$ cat src/rtl/toll_pkg.sv
package toll_pkg;

    // Credit is counted in 5-cent steps.
    localparam int STEP_W       = 3;
    localparam int TOLL_STEPS   = 7;   // 35 cents
    localparam int NICKEL_STEPS = 1;
    localparam int DIME_STEPS   = 2;
    localparam int QUART_STEPS  = 5;
    localparam int SUM_W        = STEP_W + 1;

    typedef enum logic [3:0] {
        ST_IDLE  = 4'd0,
        ST_C0    = 4'd1,
        ST_C5    = 4'd2,
        ST_C10   = 4'd3,
        ST_C15   = 4'd4,
        ST_C20   = 4'd5,
        ST_C25   = 4'd6,
        ST_C30   = 4'd7,
        ST_PAID  = 4'd8,
        ST_EVADE = 4'd9
    } lane_state_t;

    typedef enum logic [1:0] {
        COIN_NONE    = 2'b00,
        COIN_NICKEL  = 2'b01,
        COIN_DIME    = 2'b10,
        COIN_QUARTER = 2'b11
    } coin_t;

endpackage

$ cat src/rtl/toll_coin_decode.sv
module toll_coin_decode
    import toll_pkg::*;
(
    input  logic [1:0]        coin_code,
    output logic [STEP_W-1:0] coin_steps
);
    always_comb begin
        unique case (coin_t'(coin_code))
            COIN_NONE:    coin_steps = '0;
            COIN_NICKEL:  coin_steps = STEP_W'(NICKEL_STEPS);
            COIN_DIME:    coin_steps = STEP_W'(DIME_STEPS);
            COIN_QUARTER: coin_steps = STEP_W'(QUART_STEPS);
        endcase
    end
endmodule

$ cat src/rtl/toll_next_state.sv
module toll_next_state
    import toll_pkg::*;
(
    input  lane_state_t       cur_state,
    input  logic              car_present,
    input  logic [STEP_W-1:0] coin_steps,
    input  logic              alarm_clear,
    output lane_state_t       nxt_state
);
    logic [SUM_W-1:0] credit_sum;

    // Credit held in the current state, plus the coin seen this cycle.
    assign credit_sum = SUM_W'(cur_state - ST_C0) + SUM_W'(coin_steps);

    always_comb begin
        nxt_state = cur_state;
        unique case (cur_state)
            ST_IDLE: begin
                if (car_present) nxt_state = ST_C0;
            end
            ST_C0, ST_C5, ST_C10, ST_C15, ST_C20, ST_C25, ST_C30: begin
                if (!car_present)
                    nxt_state = ST_EVADE;
                else if (credit_sum >= SUM_W'(TOLL_STEPS))
                    nxt_state = ST_PAID;
                else
                    nxt_state = lane_state_t'(4'(credit_sum) + 4'(ST_C0));
            end
            ST_PAID: begin
                if (!car_present) nxt_state = ST_IDLE;
            end
            ST_EVADE: begin
                if (alarm_clear) nxt_state = ST_IDLE;
            end
            default: nxt_state = ST_IDLE;
        endcase
    end
endmodule

$ cat src/rtl/toll_light_decode.sv
module toll_light_decode
    import toll_pkg::*;
(
    input  lane_state_t cur_state,
    output logic        red_light,
    output logic        green_light,
    output logic        alarm
);
    always_comb begin
        red_light   = 1'b1;
        green_light = 1'b0;
        alarm       = 1'b0;
        unique case (cur_state)
            ST_PAID: begin
                red_light   = 1'b0;
                green_light = 1'b1;
            end
            ST_EVADE: alarm = 1'b1;
            default: ;
        endcase
    end
endmodule

$ cat src/rtl/toll_lane_ctrl.sv
module toll_lane_ctrl
    import toll_pkg::*;
(
    input  logic       clk,
    input  logic       rst,
    input  logic       car_present,
    input  logic [1:0] coin_code,
    input  logic       alarm_clear,
    output logic       red_light,
    output logic       green_light,
    output logic       alarm
);
    lane_state_t       state_q;
    lane_state_t       state_d;
    logic [STEP_W-1:0] coin_steps;

    toll_coin_decode u_coin (
        .coin_code  (coin_code),
        .coin_steps (coin_steps)
    );

    toll_next_state u_next (
        .cur_state   (state_q),
        .car_present (car_present),
        .coin_steps  (coin_steps),
        .alarm_clear (alarm_clear),
        .nxt_state   (state_d)
    );

    always_ff @(posedge clk) begin
        if (rst) state_q <= ST_IDLE;
        else     state_q <= state_d;
    end

    toll_light_decode u_lights (
        .cur_state   (state_q),
        .red_light   (red_light),
        .green_light (green_light),
        .alarm       (alarm)
    );
endmodule

$ cat config.mk
export PLATFORM = sky130hd
export DESIGN_NAME = toll_lane_ctrl
export DESIGN_NICKNAME = d
export VERILOG_FILES = /design/src/rtl/toll_pkg.sv /design/src/rtl/toll_coin_decode.sv /design/src/rtl/toll_next_state.sv /design/src/rtl/toll_light_decode.sv /design/src/rtl/toll_lane_ctrl.sv
export SDC_FILE = /design/constraint.sdc
export NUM_CORES = 1
export LEC_CHECK = 0
export BUFFER_PORTS_ARGS = -buffer_cell sky130_fd_sc_hd__buf_2
export CORE_AREA = 2 2 39 41
export CTS_BUF_LIST = sky130_fd_sc_hd__clkbuf_4 sky130_fd_sc_hd__clkbuf_8 sky130_fd_sc_hd__clkbuf_16
export CTS_CLUSTER_SIZE = 12
export DETAILED_ROUTE_END_ITERATION = 16
export DIE_AREA = 0 0 41 43
export PLACE_DENSITY = 0.6
export SKIP_CTS_REPAIR_TIMING = 1
export SYNTH_ARGS = -nofsm -noshare
export SYNTH_HDL_FRONTEND = slang
export SYNTH_SLANG_ARGS = --single-unit
$ cat constraint.sdc
create_clock -name clk -period 3 [get_ports clk]
set_input_delay 0.45 -clock clk [delete_from_list [all_inputs] [get_ports clk]]
set_output_delay 0.45 -clock clk [all_outputs]
set_load 0.01 [all_outputs]
# Word-level counts from Yosys, hierarchy flattened

Index checks and enable logic that the tools add are counted.

Output and inout bits: 3
Bits in latches: 0
Memory bits (writable): 0
Bits in registers: 4
Input port bits: 6
ROM bits: 0
Memories: 0

Mux-type cells: 10
$mul: 0
Magnitude comparators: 1
Add/sub/neg operators: 3
Div/mod/pow operators: 0
Shift-type cells: 0
Eq/ne operators: 15
Reduce and logical (&&, ||, !) cells: 4
Bitwise gates (word level): 0

Operators by type and width:

| kind                                                 | number |
|---|---|
| 2-to-1 mux 4 bit                                     | 5 |
| equality test 4 x 3 -> 1 bit (second input constant) | 4 |
| case mux 4 bit (4 select lines)                      | 1 |
| case mux 3 bit (4 select lines)                      | 1 |
| equality test 4 x 2 -> 1 bit (second input constant) | 2 |
| equality test 4 bit (second input constant)          | 2 |
| OR reduction 7 bit                                   | 1 |
| inequality test 2 bit (second input constant)        | 3 |
| adder 4 x 1 -> 4 bit (second input constant)         | 1 |
| adder 4 x 3 -> 4 bit                                 | 1 |
| equality test 2 bit (second input constant)          | 2 |
| equality test 4 x 1 -> 1 bit (second input constant) | 1 |
| >= comparator 4 x 3 -> 1 bit (second input constant) | 1 |
| zero test 4 bit                                      | 1 |
| subtractor 4 x 1 -> 4 bit (second input constant)    | 1 |
| 2-to-1 mux 1 bit                                     | 3 |
| AND reduction 3 bit                                  | 1 |
| equality test 2 x 1 -> 1 bit (second input constant) | 1 |
| zero test 2 bit                                      | 1 |

# Logic depth before layout (Yosys ltp)

Gate-level depths: netlist of the first run.

Depth after elaboration: 7
Mapped depth: 9

# By module

Synthesis of the first run repeated with hierarchy kept, for this count alone.

Cells, all modules: 51
Area total of the unflattened synthesis: 422.9 sq um

By module, submodules not included:

| module            | instances | seq. area each (sq um) | cells an instance | area each (sq um) |
|---|---|---|---|---|
| toll_next_state   | 1         | 0.0                    | 37                | 272.8 |
| toll_lane_ctrl    | 1         | 80.1                   | 8                 | 105.1 |
| toll_light_decode | 1         | 0.0                    | 3                 | 28.8 |
| toll_coin_decode  | 1         | 0.0                    | 3                 | 16.3 |

# Worst setup path after synthesis of the first run

Ideal clock, no wire load.

Path type: input port to flip-flop
Start point: input port coin_code[0]
End point: register state_q[3]
Path slack: 0.779 ns
Stages: 9
Arrival time: 2.151 ns
Buffers on the path: 0
Cells stage by stage: inv_1 > nand2_1 > ha_1 > inv_1 > ha_1 > fa_1 > xnor3_1 > a311o_1 > a21oi_1

Word-level cells in the longest chain between the ends: 7
Elaborated cells on any way between the ends: 11

RTL lines:

| item                                                                        | line                                         | text |
|---|---|---|
| start: declaration                                                          | toll_lane_ctrl.sv:7                          | `input logic [1:0] coin_code,` |
| equality test 2 bit (tied with other cells)                                 | toll_coin_decode.sv:8                        | `unique case (coin_t'(coin_code))` |
| case mux 3 bit (4 select lines) (*)                                         | toll_coin_decode.sv:8                        |  |
| adder 4 x 3 -> 4 bit (*)                                                    | toll_next_state.sv:13                        | `assign credit_sum = SUM_W'(cur_state - ST_C0) + SUM_W'(coin_steps);` |
| adder 4 x 1 -> 4 bit / >= comparator 4 x 3 -> 1 bit (equally long branches) | toll_next_state.sv:27, toll_next_state.sv:24 |  |
| 2-to-1 mux 4 bit (*)                                                        | toll_next_state.sv:24                        | `else if (credit_sum >= SUM_W'(TOLL_STEPS))` |
| 2-to-1 mux 4 bit (*)                                                        | toll_next_state.sv:22                        | `if (!car_present)` |
| case mux 4 bit (4 select lines) (*)                                         | toll_next_state.sv:17                        | `unique case (cur_state)` |
| end signal: assignment                                                      | toll_lane_ctrl.sv:32                         | `else state_q <= state_d;` |
| end: declaration                                                            | toll_lane_ctrl.sv:13                         | `lane_state_t state_q;` |

Mark *: on every way between the ends. The rest lies on a longest branch, timed or not.
A chain may end at the register's enable or synchronous reset.

# Worst setup path after layout of the first run

Start point: register state_q[1]
End point: register state_q[3]

Word-level cells in the longest chain between the ends: 6
Elaborated cells on any way between the ends: 22

RTL lines:

| item                                                                        | line |
|---|---|
| subtractor 4 x 1 -> 4 bit                                                   | toll_next_state.sv:13 |
| adder 4 x 3 -> 4 bit                                                        | toll_next_state.sv:13 |
| adder 4 x 1 -> 4 bit / >= comparator 4 x 3 -> 1 bit (equally long branches) | toll_next_state.sv:27, toll_next_state.sv:24 |
| 2-to-1 mux 4 bit                                                            | toll_next_state.sv:24 |
| 2-to-1 mux 4 bit                                                            | toll_next_state.sv:22 |
| case mux 4 bit (4 select lines)                                             | toll_next_state.sv:17 |

Parallel ways exist; a longest one is shown, timed or not.

==> qor.yml, run 1 <==
worstSetupPathType: "flop to flop"
grt_pass1_wl_um: 1210
finalHoldViolCount: 0
die_y_um: 43
irDropWorstVdd_v: 0.000247
finalHoldWorstSlack_ps: 406
end_kind: "flop"
max_freq_ghz: 0.450
period_share: 0.741
n_antenna_cell: 0
drive_above_1_share: 0.193
start_util: 0.275
synth.ff_latch_count: 4
grt.total_usage: 0.0995
gp_congestion: 0.776
dp_cells: 70
synth_compound_gate_area_share: 0.191
final_common_cell: "inv_1"
clock_skew_ps: 2.65
p_leak_nw: 0.235
vias: 350
grt_max_degree: 8
dr.first_iter.drc_count: 10
cts_sinks: 4
synth.yosys.seq_area_share: 0.211
status: "finished, final reports clean"
maxCapViolCount: 0
netlist_instances: 46
period_needed_ps: 2220
synth.avg_cell_area_um2: 8.27
antenna_found_initial: 0
dieArea_um2: 1760
fin_cells: 73
boundaryPins: 9
cts_tree: "built"
top_register: "state_q"
power-per-cell-area_nw_per_um2: 552
synth-simple-area-share: 0.224
std_cell_rows: 14
clk_pin_slew_ps: 40
area_growth_pct: 21.7
rsz0062_at_grt: "false"
largest_register_ffs: 4
wl_per_cell_um: 9.22
cpMaxStageDelayCell: "fa_1"
cts-root-buf: "clkbuf_4"
crit_chain: "inv_1, ha_1, inv_1, ha_1, fa_1, xnor3_1, a311o_1, a21oi_1"
final.setup.tns_ps: 0
grt_pass1_vias: 310
firstDrtPassIters: 4
viasPerCell: 4.79
gr-total-overflow: 0
cts_made_buffers: 3
cpPeakStageDelay_ps: 390
synth_top_family_by_area: "simple AND/OR/NAND/NOR gates"
cts.path.max_buffers: 2
critPathMaxFanout: 5
post-route-util: 0.335
hpwlAfterDp_um: 585
core_area_um2: 1380
setup_viol: 0
ant_nets: 0
io_buffers: 8
synth_xor_area_frac: 0.0592
arrival_ps: 2380
syn_area_um2: 380
tightest_slew_ps: 308
reg.largest.list: "state_q x4"
relSlewSlack: 0.794
synth.area.mux_share: 0
synthAdderAreaFrac: 0.217
syn_nets: 58
layout_common_cells: "inv_1, buf_2, nand2_1, ha_1, dfxtp_1"
wl_um: 673
ys_types: 22
h-tree-depth: 1
yosysWarnings: 0
clk_latency_ps: 230
start_kind: "flop"
timing.final.max_slew_violations: 0
required_ps: 3160
die-width_um: 41
drc: 0
hp-class: "input pin to flop"
fin_nets: 71
cell type report:
| type | instances | area (µm²) |
|---|---|---|
| inverter | 10 | 37.5 |
| multi-input combinational | 32 | 263 |
| fill | 152 | 921 |
| clock buffer | 3 | 22.5 |
| sequential | 4 | 80.1 |
| tap | 16 | 20.0 |
| timing repair buffer | 8 | 40.0 |
metrics by stage:
stage          total power, mW  setup slack (ps)  instance area, µm²
5_1_grt                  0.288               621                 463
4_1_cts                  0.262               760                 463
2_1_floorplan            0.164               779                 380
3_5_place_dp             0.193               565                 440
6_report                 0.256               777                 463
3_3_place_gp             0.194               613                 440
kinds of logic after synthesis:
logic type | Yosys count
xor+xnor | 1
compound gates | 9
buf+inv | 10
fa+ha+maj | 6
flops | 4
simple gates | 16
power by group:
part           internal [mW]  switching (mW)  leakage, nW  total (mW)
Combinational         0.0617          0.0589        0.188       0.121
Clock                 0.0445          0.0190       0.0138      0.0635
Sequential            0.0614          0.0101       0.0327      0.0716
Total                  0.168          0.0881        0.235       0.256
per-layer routing:
metal  up-vias  GRT usage  routed length (µm)
met5         -          0                   0
met4         0     0.0200                   0
met3         0     0.0471                  43
met2         7      0.141                 324
met1       160      0.135                 304
li1        183          -                   -
cell usage after synthesis:
library cell / n / area share
nor3b_1: 1 / 0.020
xnor3_1: 1 / 0.059
nand3_1: 1 / 0.013
a311o_1: 1 / 0.026
nand3b_1: 1 / 0.020
dfxtp_1: 4 / 0.21
o21a_1: 1 / 0.020
o2111a_1: 1 / 0.030
nand2b_1: 1 / 0.016
a21oi_1: 1 / 0.013
and2_1: 2 / 0.033
nor3_1: 3 / 0.039
nand2_1: 5 / 0.049
o31ai_1: 1 / 0.020
o211ai_1: 2 / 0.039
nor2b_1: 1 / 0.016
inv_1: 10 / 0.099
fa_1: 1 / 0.053
a21boi_0: 1 / 0.020
ha_1: 5 / 0.16
a311oi_1: 1 / 0.023
and3_1: 1 / 0.016
worst max-delay path, delay by kind of cell (launching register included):
family / cells / cell delay [ps]
compound gates: 2 / 410
xor+xnor: 1 / 370
buf+inv: 2 / 130
flops: 1 / 380
fa+ha+maj: 3 / 860
final timing paths:
path	startpoint	endpoint	slack, ps	depth (start not counted)
max reg2reg	state_q[1]$_SDFFE_PP0P_	state_q[3]$_SDFFE_PP0P_	780	8
min reg2reg	state_q[1]$_SDFFE_PP0P_	state_q[0]$_SDFFE_PP0P_	630	3
min	rst	state_q[3]$_SDFFE_PP0P_	410	2
max	state_q[1]$_SDFFE_PP0P_	state_q[3]$_SDFFE_PP0P_	780	8
(Power assumes the default switching activity.)
==> run 2: changes to the inputs <==
Settings changed: ABC_AREA set to 1, PLACE_DENSITY 0.6 to 0.63.
Clock period 3 ns to 2.16 ns, I/O delays scaled along.
==> qor.yml, run 2 <==
status: "finished, final reports clean"
whs_endpoint: "state_q[1]$_SDFFE_PP0P_"
wl_um: 807
cts.path.max_buffers: 2
critical_path.top_delay_family: "adder cells"
relSlewSlack: 0.751
async_reset_ff_frac: 0
p_leak_nw: 0.256
start_kind: "flop"
die-width_um: 41
final.setup.tns_ps: 0
fin_nets: 84
critPathMaxFanout: 3
clk_pin_slew_ps: 40
viasPerCell: 4.67
yosysMostFrequentCell: "inv_1"
ys_types: 22
preCtsSetupSlack_ps: 3.50
std_cell_rows: 14
grt.total_usage: 0.106
die_y_um: 43
drc: 0
maxCapViolCount: 0
arrival_ps: 2130
grt_pass1_vias: 354
start_util: 0.307
end_kind: "flop"
ant_nets: 0
post-route-util: 0.359
crit_cells: 9
nFillCells: 154
firstDrtPassIters: 6
layout_common_cells: "inv_1, buf_2, nand2_1, ha_1"
h-tree-depth: 1
hp-class: "input pin to flop"
path_buf_inv: 2
netlist_instances: 60
n_antenna_cell: 0
synth_edf_count: 0
clk_latency_ps: 230
multiInputGateArea_um2: 268
wl_per_cell_um: 9.38
area_growth_pct: 17.1
tightest_slew_ps: 373
final_common_cell: "inv_1"
r2r_setup_slack_ps: 150
gp_congestion: 0.687
yosysWarnings: 0
largest_register_ffs: 4
grt_max_degree: 8
grt_pass1_wl_um: 1290
rsz0062_at_grt: "false"
hp-start: "rst"
cts-root-buf: "clkbuf_4"
synth.yosys.seq_area_share: 0.189
startpoint: "state_q[1]$_SDFFE_PP0P_"
cts_tree: "built"
r2r-end: "state_q[2]$_SDFFE_PP0P_"
fin_ws_ps: 146
ys.flop_type: "dfxtp_1"
irDropWorstVdd_v: 0.000321
syn_area_um2: 424
reg2reg_from: "state_q[1]$_SDFFE_PP0P_"
yosys-top-cells-count: "inv_1, ha_1, nand2_1"
io_buffers: 8
boundaryPins: 9
synth.ff_latch_count: 4
gr-total-overflow: 0
antenna_found_initial: 0
setup_viol: 0
cts_sinks: 4
finalHoldViolCount: 0
period_needed_ps: 2010
vias: 402
seqCellArea_um2: 81.3
r2r_cells: 9
cpMaxStageDelayCell: "fa_1"
reg.largest.list: "state_q x4"
crit_chain: "inv_1, ha_1, inv_1, ha_1, fa_1, nand2_1, and3_1, o211ai_1, nor2_2"
dieArea_um2: 1760
hpwlAfterDp_um: 689
cts_made_buffers: 3
required_ps: 2280
core_area_um2: 1380
synth_area_leaders: "dfxtp_1, ha_1, inv_1"
drive_above_1_share: 0.329
power-per-cell-area_nw_per_um2: 1120
yosysTopAreaCellShare: 0.189
syn_nets: 72
max_freq_ghz: 0.497
top_register: "state_q"
hold-path-cell-count: 2
yosysTopAreaCell: "dfxtp_1"
timing.final.max_slew_violations: 0
synth.avg_cell_area_um2: 7.07
period_share: 0.932
worstSetupPathType: "flop to flop"
cpPeakStageDelay_ps: 540
dr.first_iter.drc_count: 8
clock_skew_ps: 3.98
-- run 2: cell types whose count changed after synthesis, sizes merged, moves of 2 or more --
cell   change
and2       -2
nand2      +5
nor3       -2
inv        +6
a31oi      +2
o21ai      +2
nand4      +4
nor2       +7
-- run 2: how the worst max path moves through the flow --
stage	endpoint	slack, ps
2_1_floorplan	state_q[2]$_SDFFE_PP0P_	240
3_3_place_gp	state_q[2]$_SDFFE_PP0P_	30
3_5_place_dp	state_q[2]$_SDFFE_PP0P_	4
4_1_cts	state_q[2]$_SDFFE_PP0P_	80
5_1_grt	state_q[3]$_SDFFE_PP0P_	50
6_report	state_q[2]$_SDFFE_PP0P_	150
-- run 2: worst register-to-register path, delay by kind of cell (launching register included) --
family                   cells  cell delay (ps)
AO/OA/AOI/OAI                1              100
adder cells (fa/ha/maj)      3             1010
buffers and inverters        2              110
flip-flops                   1              350
AND/OR/NAND/NOR              3              360
-- run 2: final cells by class --
| class | instances | share of cell area |
|---|---|---|
| flip-flops and latches | 4 | 0.164 |
| inverters | 16 | 0.131 |
| well taps | 16 | 0.0403 |
| clock buffers | 3 | 0.0453 |
| repair buffers | 8 | 0.0806 |
| multi-input cells | 39 | 0.539 |
-- run 2: cell families (layout without fill, tap and decap cells) --
kind of cell | after synthesis | in the layout | synth area share
DFF | 4 | 4 | 0.189
buffers and inverters | 17 | 27 | 0.180
AOI/OAI and AO/OA | 7 | 7 | 0.0944
and+or+nand+nor | 25 | 25 | 0.322
xor gates and xnor gates | 1 | 1 | 0.0207
adders and majority gates | 6 | 6 | 0.195
-- run 2: metrics by stage --
| stage | power [mW] | std cells | cell area (µm²) | hold WS (ps) |
|---|---|---|---|---|
| CTS | 0.562 | 86 | 495 | 305 |
| global route | 0.617 | 86 | 497 | 306 |
| detailed placement | 0.470 | 83 | 473 | 543 |
| global placement | 0.462 | 83 | 473 | 541 |
| finish | 0.556 | 86 | 497 | 306 |
| floorplan | 0.407 | 60 | 424 | 391 |
-- run 2: per-layer routing --
layer	up-vias	track usage	routed length [µm]
li1	214	-	-
met1	181	0.120	363
met2	7	0.184	430
met3	0	0.0314	13
met4	0	0.0200	0
met5	-	0	0
-- run 2: where the power goes --
group | switching, mW | total (mW) | internal [mW]
clock network | 0.0261 | 0.0879 | 0.0618
registers | 0.0331 | 0.129 | 0.0960
logic | 0.200 | 0.339 | 0.140
total | 0.259 | 0.556 | 0.298
